### config.mk
export PLATFORM = sky130hd
export DESIGN_NAME = wu_snoop_ctrl
export DESIGN_NICKNAME = d
export VERILOG_FILES = /design/src/rtl/wu_snoop_ctrl.sv
export SDC_FILE = /design/constraint.sdc
export NUM_CORES = 1
export LEC_CHECK = 0
export ABC_AREA = 1
export BUFFER_PORTS_ARGS = -buffer_cell sky130_fd_sc_hd__buf_2
export CAP_MARGIN = 20
export CORE_UTILIZATION = 40
export DETAILED_ROUTE_END_ITERATION = 10
export PLACE_DENSITY = 0.58
export SKIP_LAST_GASP = 1
export SYNTH_ARGS = -nofsm -noshare
export SYNTH_HDL_FRONTEND = slang
export SYNTH_SLANG_ARGS = --single-unit
### constraint.sdc
create_clock -name clk -period 7.72 [get_ports clk]
set_input_delay 1.544 -clock clk [delete_from_list [all_inputs] [get_ports clk]]
set_output_delay 1.544 -clock clk [all_outputs]
set_load 0.05 [all_outputs]
### src/rtl/wu_snoop_ctrl.sv
module wu_snoop_ctrl #(
  parameter int AW = 8,
  parameter int DW = 16,
  parameter int IW = 2
) (
  input  logic          clk,
  input  logic          rst_n,
  input  logic          cpu_req_i,
  input  logic          cpu_we_i,
  input  logic [AW-1:0] cpu_addr_i,
  input  logic [DW-1:0] cpu_wdata_i,
  output logic          cpu_ready_o,
  output logic          cpu_done_o,
  output logic [DW-1:0] cpu_rdata_o,
  output logic          bus_req_o,
  input  logic          bus_gnt_i,
  output logic [1:0]    bus_cmd_o,
  output logic [AW-1:0] bus_addr_o,
  output logic [DW-1:0] bus_wdata_o,
  input  logic [DW-1:0] bus_rdata_i,
  input  logic          bus_shared_i,
  input  logic [1:0]    snp_cmd_i,
  input  logic [AW-1:0] snp_addr_i,
  input  logic [DW-1:0] snp_data_i,
  output logic          snp_shared_o,
  output logic          snp_flush_o,
  output logic [DW-1:0] snp_flush_data_o
);
  localparam int LINES = 1 << IW;
  localparam int TW = AW - IW;

  localparam logic [2:0] ST_INV = 3'd0, ST_EXC = 3'd1, ST_SHC = 3'd2, ST_SHM = 3'd3, ST_MOD = 3'd4;
  localparam logic [1:0] CMD_NONE = 2'd0, CMD_READ = 2'd1, CMD_UPD = 2'd2, CMD_FLUSH = 2'd3;

  typedef enum logic [2:0] {F_IDLE, F_LOOK, F_WB, F_RD, F_UPD} fsm_t;
  fsm_t fsm;

  logic [2:0]    st_q  [LINES];
  logic [TW-1:0] tag_q [LINES];
  logic [DW-1:0] dat_q [LINES];

  logic          rq_we;
  logic [AW-1:0] rq_addr;
  logic [DW-1:0] rq_wdata;
  logic          done_q;
  logic [DW-1:0] rdata_q;

  logic [IW-1:0] idx, s_idx;
  logic [TW-1:0] rtag, s_tag;
  logic          hit, s_hit, stall, won, victim_dirty;

  assign idx  = rq_addr[IW-1:0];
  assign rtag = rq_addr[AW-1:IW];
  assign hit  = (st_q[idx] != ST_INV) && (tag_q[idx] == rtag);
  assign victim_dirty = (st_q[idx] == ST_MOD) || (st_q[idx] == ST_SHM);

  assign s_idx = snp_addr_i[IW-1:0];
  assign s_tag = snp_addr_i[AW-1:IW];
  assign s_hit = (snp_cmd_i != CMD_NONE) && (st_q[s_idx] != ST_INV) && (tag_q[s_idx] == s_tag);
  assign stall = (snp_cmd_i != CMD_NONE) && (s_idx == idx);

  assign snp_shared_o     = s_hit && (snp_cmd_i == CMD_READ || snp_cmd_i == CMD_UPD);
  assign snp_flush_o      = s_hit && (snp_cmd_i == CMD_READ) &&
                            (st_q[s_idx] == ST_MOD || st_q[s_idx] == ST_SHM);
  assign snp_flush_data_o = dat_q[s_idx];

  assign cpu_ready_o = (fsm == F_IDLE);
  assign cpu_done_o  = done_q;
  assign cpu_rdata_o = rdata_q;

  assign bus_req_o   = (fsm == F_WB) || (fsm == F_RD) || (fsm == F_UPD);
  assign won         = bus_req_o && bus_gnt_i;
  assign bus_cmd_o   = !won ? CMD_NONE :
                       (fsm == F_WB) ? CMD_FLUSH :
                       (fsm == F_RD) ? CMD_READ : CMD_UPD;
  assign bus_addr_o  = (fsm == F_WB) ? {tag_q[idx], idx} : rq_addr;
  assign bus_wdata_o = (fsm == F_WB) ? dat_q[idx] : rq_wdata;

  always_ff @(posedge clk) begin
    if (!rst_n) begin
      fsm      <= F_IDLE;
      done_q   <= 1'b0;
      rdata_q  <= '0;
      rq_we    <= 1'b0;
      rq_addr  <= '0;
      rq_wdata <= '0;
      for (int i = 0; i < LINES; i++) begin
        st_q[i]  <= ST_INV;
        tag_q[i] <= '0;
        dat_q[i] <= '0;
      end
    end else begin
      done_q <= 1'b0;

      if (s_hit) begin
        if (snp_cmd_i == CMD_READ) begin
          if (st_q[s_idx] == ST_EXC) st_q[s_idx] <= ST_SHC;
          if (st_q[s_idx] == ST_MOD) st_q[s_idx] <= ST_SHM;
        end else if (snp_cmd_i == CMD_UPD) begin
          dat_q[s_idx] <= snp_data_i;
          st_q[s_idx]  <= ST_SHC;
        end
      end

      case (fsm)
        F_IDLE: if (cpu_req_i) begin
          rq_we    <= cpu_we_i;
          rq_addr  <= cpu_addr_i;
          rq_wdata <= cpu_wdata_i;
          fsm      <= F_LOOK;
        end
        F_LOOK: if (!stall) begin
          if (hit && !rq_we) begin
            rdata_q <= dat_q[idx];
            done_q  <= 1'b1;
            fsm     <= F_IDLE;
          end else if (hit && (st_q[idx] == ST_EXC || st_q[idx] == ST_MOD)) begin
            dat_q[idx] <= rq_wdata;
            st_q[idx]  <= ST_MOD;
            rdata_q    <= rq_wdata;
            done_q     <= 1'b1;
            fsm        <= F_IDLE;
          end else if (hit) begin
            fsm <= F_UPD;
          end else begin
            fsm <= victim_dirty ? F_WB : F_RD;
          end
        end
        F_WB: if (won) begin
          st_q[idx] <= ST_INV;
          fsm       <= F_RD;
        end
        F_RD: if (won) begin
          tag_q[idx] <= rtag;
          if (!rq_we) begin
            dat_q[idx] <= bus_rdata_i;
            st_q[idx]  <= bus_shared_i ? ST_SHC : ST_EXC;
            rdata_q    <= bus_rdata_i;
            done_q     <= 1'b1;
            fsm        <= F_IDLE;
          end else if (bus_shared_i) begin
            dat_q[idx] <= bus_rdata_i;
            st_q[idx]  <= ST_SHC;
            fsm        <= F_UPD;
          end else begin
            dat_q[idx] <= rq_wdata;
            st_q[idx]  <= ST_MOD;
            rdata_q    <= rq_wdata;
            done_q     <= 1'b1;
            fsm        <= F_IDLE;
          end
        end
        F_UPD: if (won) begin
          dat_q[idx] <= rq_wdata;
          st_q[idx]  <= bus_shared_i ? ST_SHM : ST_MOD;
          rdata_q    <= rq_wdata;
          done_q     <= 1'b1;
          fsm        <= F_IDLE;
        end
        default: fsm <= F_IDLE;
      endcase
    end
  end

  assert_cmd_needs_req_R11: assert property (@(posedge clk) disable iff (!rst_n)
    (bus_cmd_o != CMD_NONE) |-> (bus_req_o && bus_gnt_i));

  assert_flush_implies_shared_R8: assert property (@(posedge clk) disable iff (!rst_n)
    snp_flush_o |-> snp_shared_o);

  assert_done_single_pulse_R3: assert property (@(posedge clk) disable iff (!rst_n)
    cpu_done_o |=> !cpu_done_o);

  assert_update_then_done_R5: assert property (@(posedge clk) disable iff (!rst_n)
    (bus_cmd_o == CMD_UPD) |=> cpu_done_o);

  assert_flush_then_read_R7: assert property (@(posedge clk) disable iff (!rst_n)
    (bus_cmd_o == CMD_FLUSH) |=> (bus_req_o && fsm == F_RD));

  assert_private_fill_R2: assert property (@(posedge clk) disable iff (!rst_n)
    (bus_cmd_o == CMD_READ && !rq_we && !bus_shared_i) |=> (st_q[idx] == ST_EXC));

  assert_update_owner_R9: assert property (@(posedge clk) disable iff (!rst_n)
    (s_hit && snp_cmd_i == CMD_UPD && fsm != F_UPD) |=> (st_q[$past(s_idx)] == ST_SHC));
endmodule

Word-level counts from Yosys, hierarchy flattened
Memories as Yosys holds them, arrays and structs flattened. A register that Yosys moved wholly into a read port is not among the register bits.
Index checks and enable logic that the tools add are counted.
{"block": "totals", "wordCells": 185, "register_bits": 45, "out_inout_bits": 63, "ramBits": 100, "mem_count": 3}
{"block": "op_classes", "n_mux": 113, "n_eq_ne": 22, "bitwise": 11, "reduce_logical": 30}
{"memory": "dat_q", "depth": 4, "word_bits": 16, "read_ports": 2, "rd_clocked_by_memory_dff": 1, "wr": 4, "line_no": "40", "rtl": "logic [DW-1:0] dat_q [LINES];"}
{"memory": "tag_q", "depth": 4, "word_bits": 6, "read_ports": 2, "rd_clocked_by_memory_dff": 1, "wr": 4, "line_no": "39", "rtl": "logic [TW-1:0] tag_q [LINES];"}
{"memory": "st_q", "depth": 4, "word_bits": 3, "read_ports": 2, "rd_clocked_by_memory_dff": 1, "wr": 4, "line_no": "38", "rtl": "logic [2:0] st_q [LINES];"}
{"cell": "$mux 16", "n": 14}
{"cell": "$mux 3", "n": 20}
{"cell": "$mux 1", "n": 59}
{"cell": "$pmux 16 s3", "n": 1}
{"cell": "$reduce_or 16->1", "n": 2}
{"cell": "$mux 2", "n": 15}
{"cell": "$pmux 3 s5", "n": 1}
{"cell": "$eq 3x2->1 const B", "n": 4}
{"cell": "$eq 6x6->1", "n": 2}
{"cell": "$or 1x1->1", "n": 11}
{"cell": "$logic_and 1x1->1", "n": 10}
{"cell": "$ne 2x2->1 const B", "n": 5}
{"cell": "$eq 3x1->1 const B", "n": 3}
{"cell": "$eq 3x3->1 const B", "n": 3}
{"cell": "$reduce_bool 3->1", "n": 3}
{"cell": "$mux 8", "n": 1}
{"cell": "$logic_or 1x1->1", "n": 6}
{"cell": "$mux 6", "n": 1}
{"cell": "$ne 3x3->1 const B", "n": 2}
{"cell": "$reduce_and 6->1", "n": 1}
{"cell": "$reduce_or 3->1", "n": 2}
{"cell": "$reduce_or 6->1", "n": 1}
{"cell": "$reduce_and 5->1", "n": 1}
{"cell": "$logic_not 3->1", "n": 1}
{"cell": "other kinds (7)", "n": 7}

Logic depth before layout (Yosys ltp)
{"block": "depth", "depth_word": 16, "mapped_depth": 17}

Least setup slack after synthesis
Ideal clock, no wire load.
{"block": "synth_path", "path_kind": "in2out", "startpoint": "input snp_addr_i[0]", "endpoint": "output snp_flush_data_o[10]", "required_ps": 6176, "cell_stages": 5, "path_slack_ps": 2686, "t_arrival_ps": 3490, "n_path_buf": 3, "path_cell_list": "buf_2 > buf_1 > clkbuf_1 > nor2_1 > o21ai_0"}
{"block": "synth_between", "elab_chain_len": 1}
{"element": "start: declaration", "line_no": "23", "rtl": "input logic [AW-1:0] snp_addr_i,"}
{"element": "$mem_v2 4x16"}
{"element": "end: declaration", "line_no": "27", "rtl": "output logic [DW-1:0] snp_flush_data_o"}
No other way between the ends.

Final worst setup path
{"block": "layout_path", "startpoint": "input snp_addr_i[0]", "endpoint": "output snp_flush_o"}
{"block": "layout_between", "elab_chain_len": 6, "elab_cells_between_ends": 11}
{"element": "$mem_v2 4x3"}
{"element": "$reduce_bool 3->1", "line_no": "59", "rtl": "assign s_hit = (snp_cmd_i != CMD_NONE) && (st_q[s_idx] != ST_INV) && (tag_q[s_idx] == s_tag);"}
{"element": "$logic_and 1x1->1 (2 in series)", "line_no": "59"}
{"element": "$logic_and 1x1->1", "line_no": "63", "rtl": "assign snp_flush_o = s_hit && (snp_cmd_i == CMD_READ) &&"}
{"element": "$logic_and 1x1->1 *", "line_no": "63"}
{"element": "end: declaration", "line_no": "26", "rtl": "output logic snp_flush_o,"}
Mark *: on every way between the ends. The rest lies on a longest branch, timed or not.

==> reports/qor.csv <==
stage,metric,value,unit
status,run_status,"complete, but fails checks",
status,failed_checks,DRC,
power,comb_power_share,38.9,%
synthesis,synth_top_flop_cell,sky130_fd_sc_hd__edfxtp_1,
critical_path,worst-path-max-fanout,41,
finish,n_antenna_cell,0,
die,die_height,152,µm
synthesis,synth_cell_type_count,38,
route,route.detailed.drc,10,
power,power.ir.vdd_worst,0.182,mV
clock_network,worst_skew_pair.late_latency,430,ps
critical_path,arrival,4130,ps
die,core_region_area,22000,µm²
placed_design,place.gp.congestion,0.897,
route,drt_pre_antenna_iters,8,
critical_path,critPathCaptureType,primary output,
flow_run,maximum_capacitance_violations,0,
synthesis,netlist_instances,1243,
sta,rsz0062_at_grt,false,
sta,fin_tns_setup,0,ps
finish,final.fill_count,2225,
critical_path,crit_path_start,snp_addr_i[0],
clock_network,clkSinkCount,147,
clock_network,cts_hold_repair.buffers,0,
synthesis,post_synth_edffs,100,
power,totalPowerFinal,0.00297,W
critical_path,worst_setup_path_start_kind,input port,
power,power_leakage,4.56,nW
clock_network,cts.repair_timing.setup_buffer_count,0,
route,detail_route.wirelength,31.2,mm
synthesis,synth_seq_cells,147,
clock_network,cts_made_buffers,17,
synthesis,syn_area,9010,µm²
die,initial_core_util,41.0,%
route,dr_total_vias,9084,
route,drtAntennaViolNets,0,
hold_path,hold_path.class,reg -> reg,
global_routing,grt_overflow_total,0,
finish,drive_above_1_share,15.0,%
global_routing,grt_first_pass_wirelength,48.4,mm
power,p_per_area,286,nW/µm²
finish,final_core_utilization,47.3,%
die,die-width,152,µm
route,routed_via_density,5.57,
synthesis,syn_avg_cell_area,7.25,µm²
die,fp-row-count,54,
global_routing,grt_max_degree,51,
synthesis,ys_seq_area_share,43.8,%
finish,finish.net_count,1413,
synthesis,syn-num-nets,1318,
global_routing,grt_pass1_vias,8502,
synthesis,ys_warn_count,0,
sta,finalSetupViolCount,0,
clock_network,clk_transition_reported_paths,60,ps
die,fp.dieArea,23100,µm²
clock_network,cts.repair.resized,0,
sta,max_slew_violations,0,
placed_design,hpwlAfterDp,22.0,mm
sta,hold_viol,0,
finish,layout.cells.most_common_list,"379 x sky130_fd_sc_hd__nand2_1, 134 x sky130_fd_sc_hd__buf_2, 116 x sky130_fd_sc_hd__o21ai_0",
global_routing,grt.total_usage,27.4,%
route,initialDrtViolationCount,845,
critical_path,cp.required,6180,ps
critical_path,crit_end,snp_flush_o,
sta,worst_clock_skew,8.58,ps
finish,layout.cells.most_common,sky130_fd_sc_hd__nand2_1,
power,clkPwrFrac,27.8,%
clock_network,clock-root-buffer,sky130_fd_sc_hd__clkbuf_16,
finish,synthToLayoutAreaGrowth,15.1,%
route,avgRoutedWirePerCell,19.1,µm
die,ios,135,
clock_network,clock_tree_from_tritoncts,yes,
power,internal-power,0.00167,W
sta,final.period_utilization,73.5,%
critical_path,rr_worst_depth,12,
sta,final_period_minus_worst_setup_slack,5680,ps
clock_network,cts-htree-levels,4,
power,share_seq_of_total_power,33.3,%
placed_design,port-buffer-count,134,
sta,timing.slew.headroom,31.0,%
power,switching_share,43.6,%
clock_network,clk_path_buf_depth,2,
sta,worst-slew-pin-transition,1020,ps
critical_path,setup.reg_to_reg.worst_slack,4150,ps
synthesis,async_flop_share,0,%
critical_path,crit_type,in -> out,
sta,achievable-frequency,176,MHz
critical_path,worstReg2RegEnd,dat_q[0][2]$_DFFE_PP_,
global_routing,antenna_found_initial,0,
power,net-switching-power,0.00130,W
[registers in the layout, indices dropped and copies added (netlist names), 3 cells and up, named ones only]
signal and flops:
fsm 3, st_q 12, dat_q 64, rq_addr 8
rq_wdata 16, tag_q 24, cpu_rdata_o 16
[per-layer routing]
layer / vias up / GRT usage [%] / routed length (µm)
li1: 4379 / - / -
met1: 4212 / 36.5 / 13600
met2: 428 / 41.7 / 13700
met3: 65 / 6.27 / 2650
met4: 0 / 13.7 / 1290
met5: - / 0 / 0
[power groups by stage]
stage          clock (W)  combinational (W)  sequential [W]
2_1_floorplan          0           0.000798         0.00101
5_1_grt         0.000861            0.00125        0.000999
6_report        0.000825            0.00115        0.000989
3_5_place_dp           0            0.00115         0.00100
4_1_cts         0.000828            0.00115        0.000986
3_3_place_gp           0            0.00114         0.00100
[layout make-up]
cell class | instances | area [µm²] | share of cell area [%]
Clock buffer | 19 | 443 | 4.27
Clock inverter | 13 | 136 | 1.31
Inverter | 121 | 459 | 4.43
Multi-Input combinational cell | 904 | 4280 | 41.2
Sequential cell | 147 | 3940 | 38.0
Tap cell | 280 | 350 | 3.38
Timing Repair Buffer | 147 | 768 | 7.40
[worst max-delay path, stage by stage]
cell                      delay [ps]
sky130_fd_sc_hd__buf_2           680
sky130_fd_sc_hd__inv_2           540
sky130_fd_sc_hd__nand2_1         210
sky130_fd_sc_hd__nand3_1         110
sky130_fd_sc_hd__nand3_1         100
sky130_fd_sc_hd__nand2_1          50
sky130_fd_sc_hd__nor2_1           90
sky130_fd_sc_hd__nand2_1         100
sky130_fd_sc_hd__nor2_4          230
sky130_fd_sc_hd__and3_1          180
sky130_fd_sc_hd__buf_2           250
[metrics by stage]
stage                     std cells  hold WS (ps)  setup slack [ps]  instance area (µm²)
after CTS                      1631           503              2080                10400
after global routing           1631           526              1800                10400
after floorplan                1243           471              2690                 9010
final                          1631           504              2040                10400
after global placement         1598           490              2140                 9790
after detailed placement       1599           495              2080                 9800
[logic make-up (layout without fill, tap and decap cells)]
family	after synthesis	in the layout	share of synthesized area [%]
flip-flops	147	147	43.8
XOR/XNOR	3	3	0.292
AO/OA/AOI/OAI	329	329	20.7
adder cells (fa/ha/maj)	3	3	0.417
AND/OR/NAND/NOR	569	569	26.0
buffers and inverters	192	300	8.83
[cells in the mapped netlist, types with 6 or more instances]
master                     count  area [µm²]
sky130_fd_sc_hd__clkbuf_1     36         135
sky130_fd_sc_hd__nor2_1       96         360
sky130_fd_sc_hd__a22oi_1      16         120
sky130_fd_sc_hd__buf_4        10        75.1
sky130_fd_sc_hd__buf_2        20         100
sky130_fd_sc_hd__o22ai_1      18         113
sky130_fd_sc_hd__o211ai_1     19         143
sky130_fd_sc_hd__nand3_1      71         355
sky130_fd_sc_hd__inv_1       112         420
sky130_fd_sc_hd__a32o_1       16         160
sky130_fd_sc_hd__o21ai_1      38         190
sky130_fd_sc_hd__dfxtp_1      47         941
sky130_fd_sc_hd__a21oi_1      96         480
sky130_fd_sc_hd__o21ai_0     116         581
sky130_fd_sc_hd__nand2_1     379        1420
sky130_fd_sc_hd__edfxtp_1    100        3000
sky130_fd_sc_hd__inv_2         7        26.3
sky130_fd_sc_hd__o31ai_1       6        45.0
[worst min-delay path by stage]
stage | startpoint | end | slack (ps) | cells past startpoint
after floorplan | rq_wdata[10]$_SDFFE_PN0P_ | rq_wdata[10]$_SDFFE_PN0P_ | 470 | 2
after global placement | rq_wdata[7]$_SDFFE_PN0P_ | rq_wdata[7]$_SDFFE_PN0P_ | 490 | 2
after detailed placement | rq_wdata[5]$_SDFFE_PN0P_ | rq_wdata[5]$_SDFFE_PN0P_ | 490 | 2
after CTS | rq_wdata[5]$_SDFFE_PN0P_ | rq_wdata[5]$_SDFFE_PN0P_ | 500 | 2
after global routing | fsm[1]$_SDFFE_PN0P_ | fsm[1]$_SDFFE_PN0P_ | 530 | 2
final | fsm[1]$_SDFFE_PN0P_ | fsm[1]$_SDFFE_PN0P_ | 500 | 2
(Power assumes the default switching activity.)
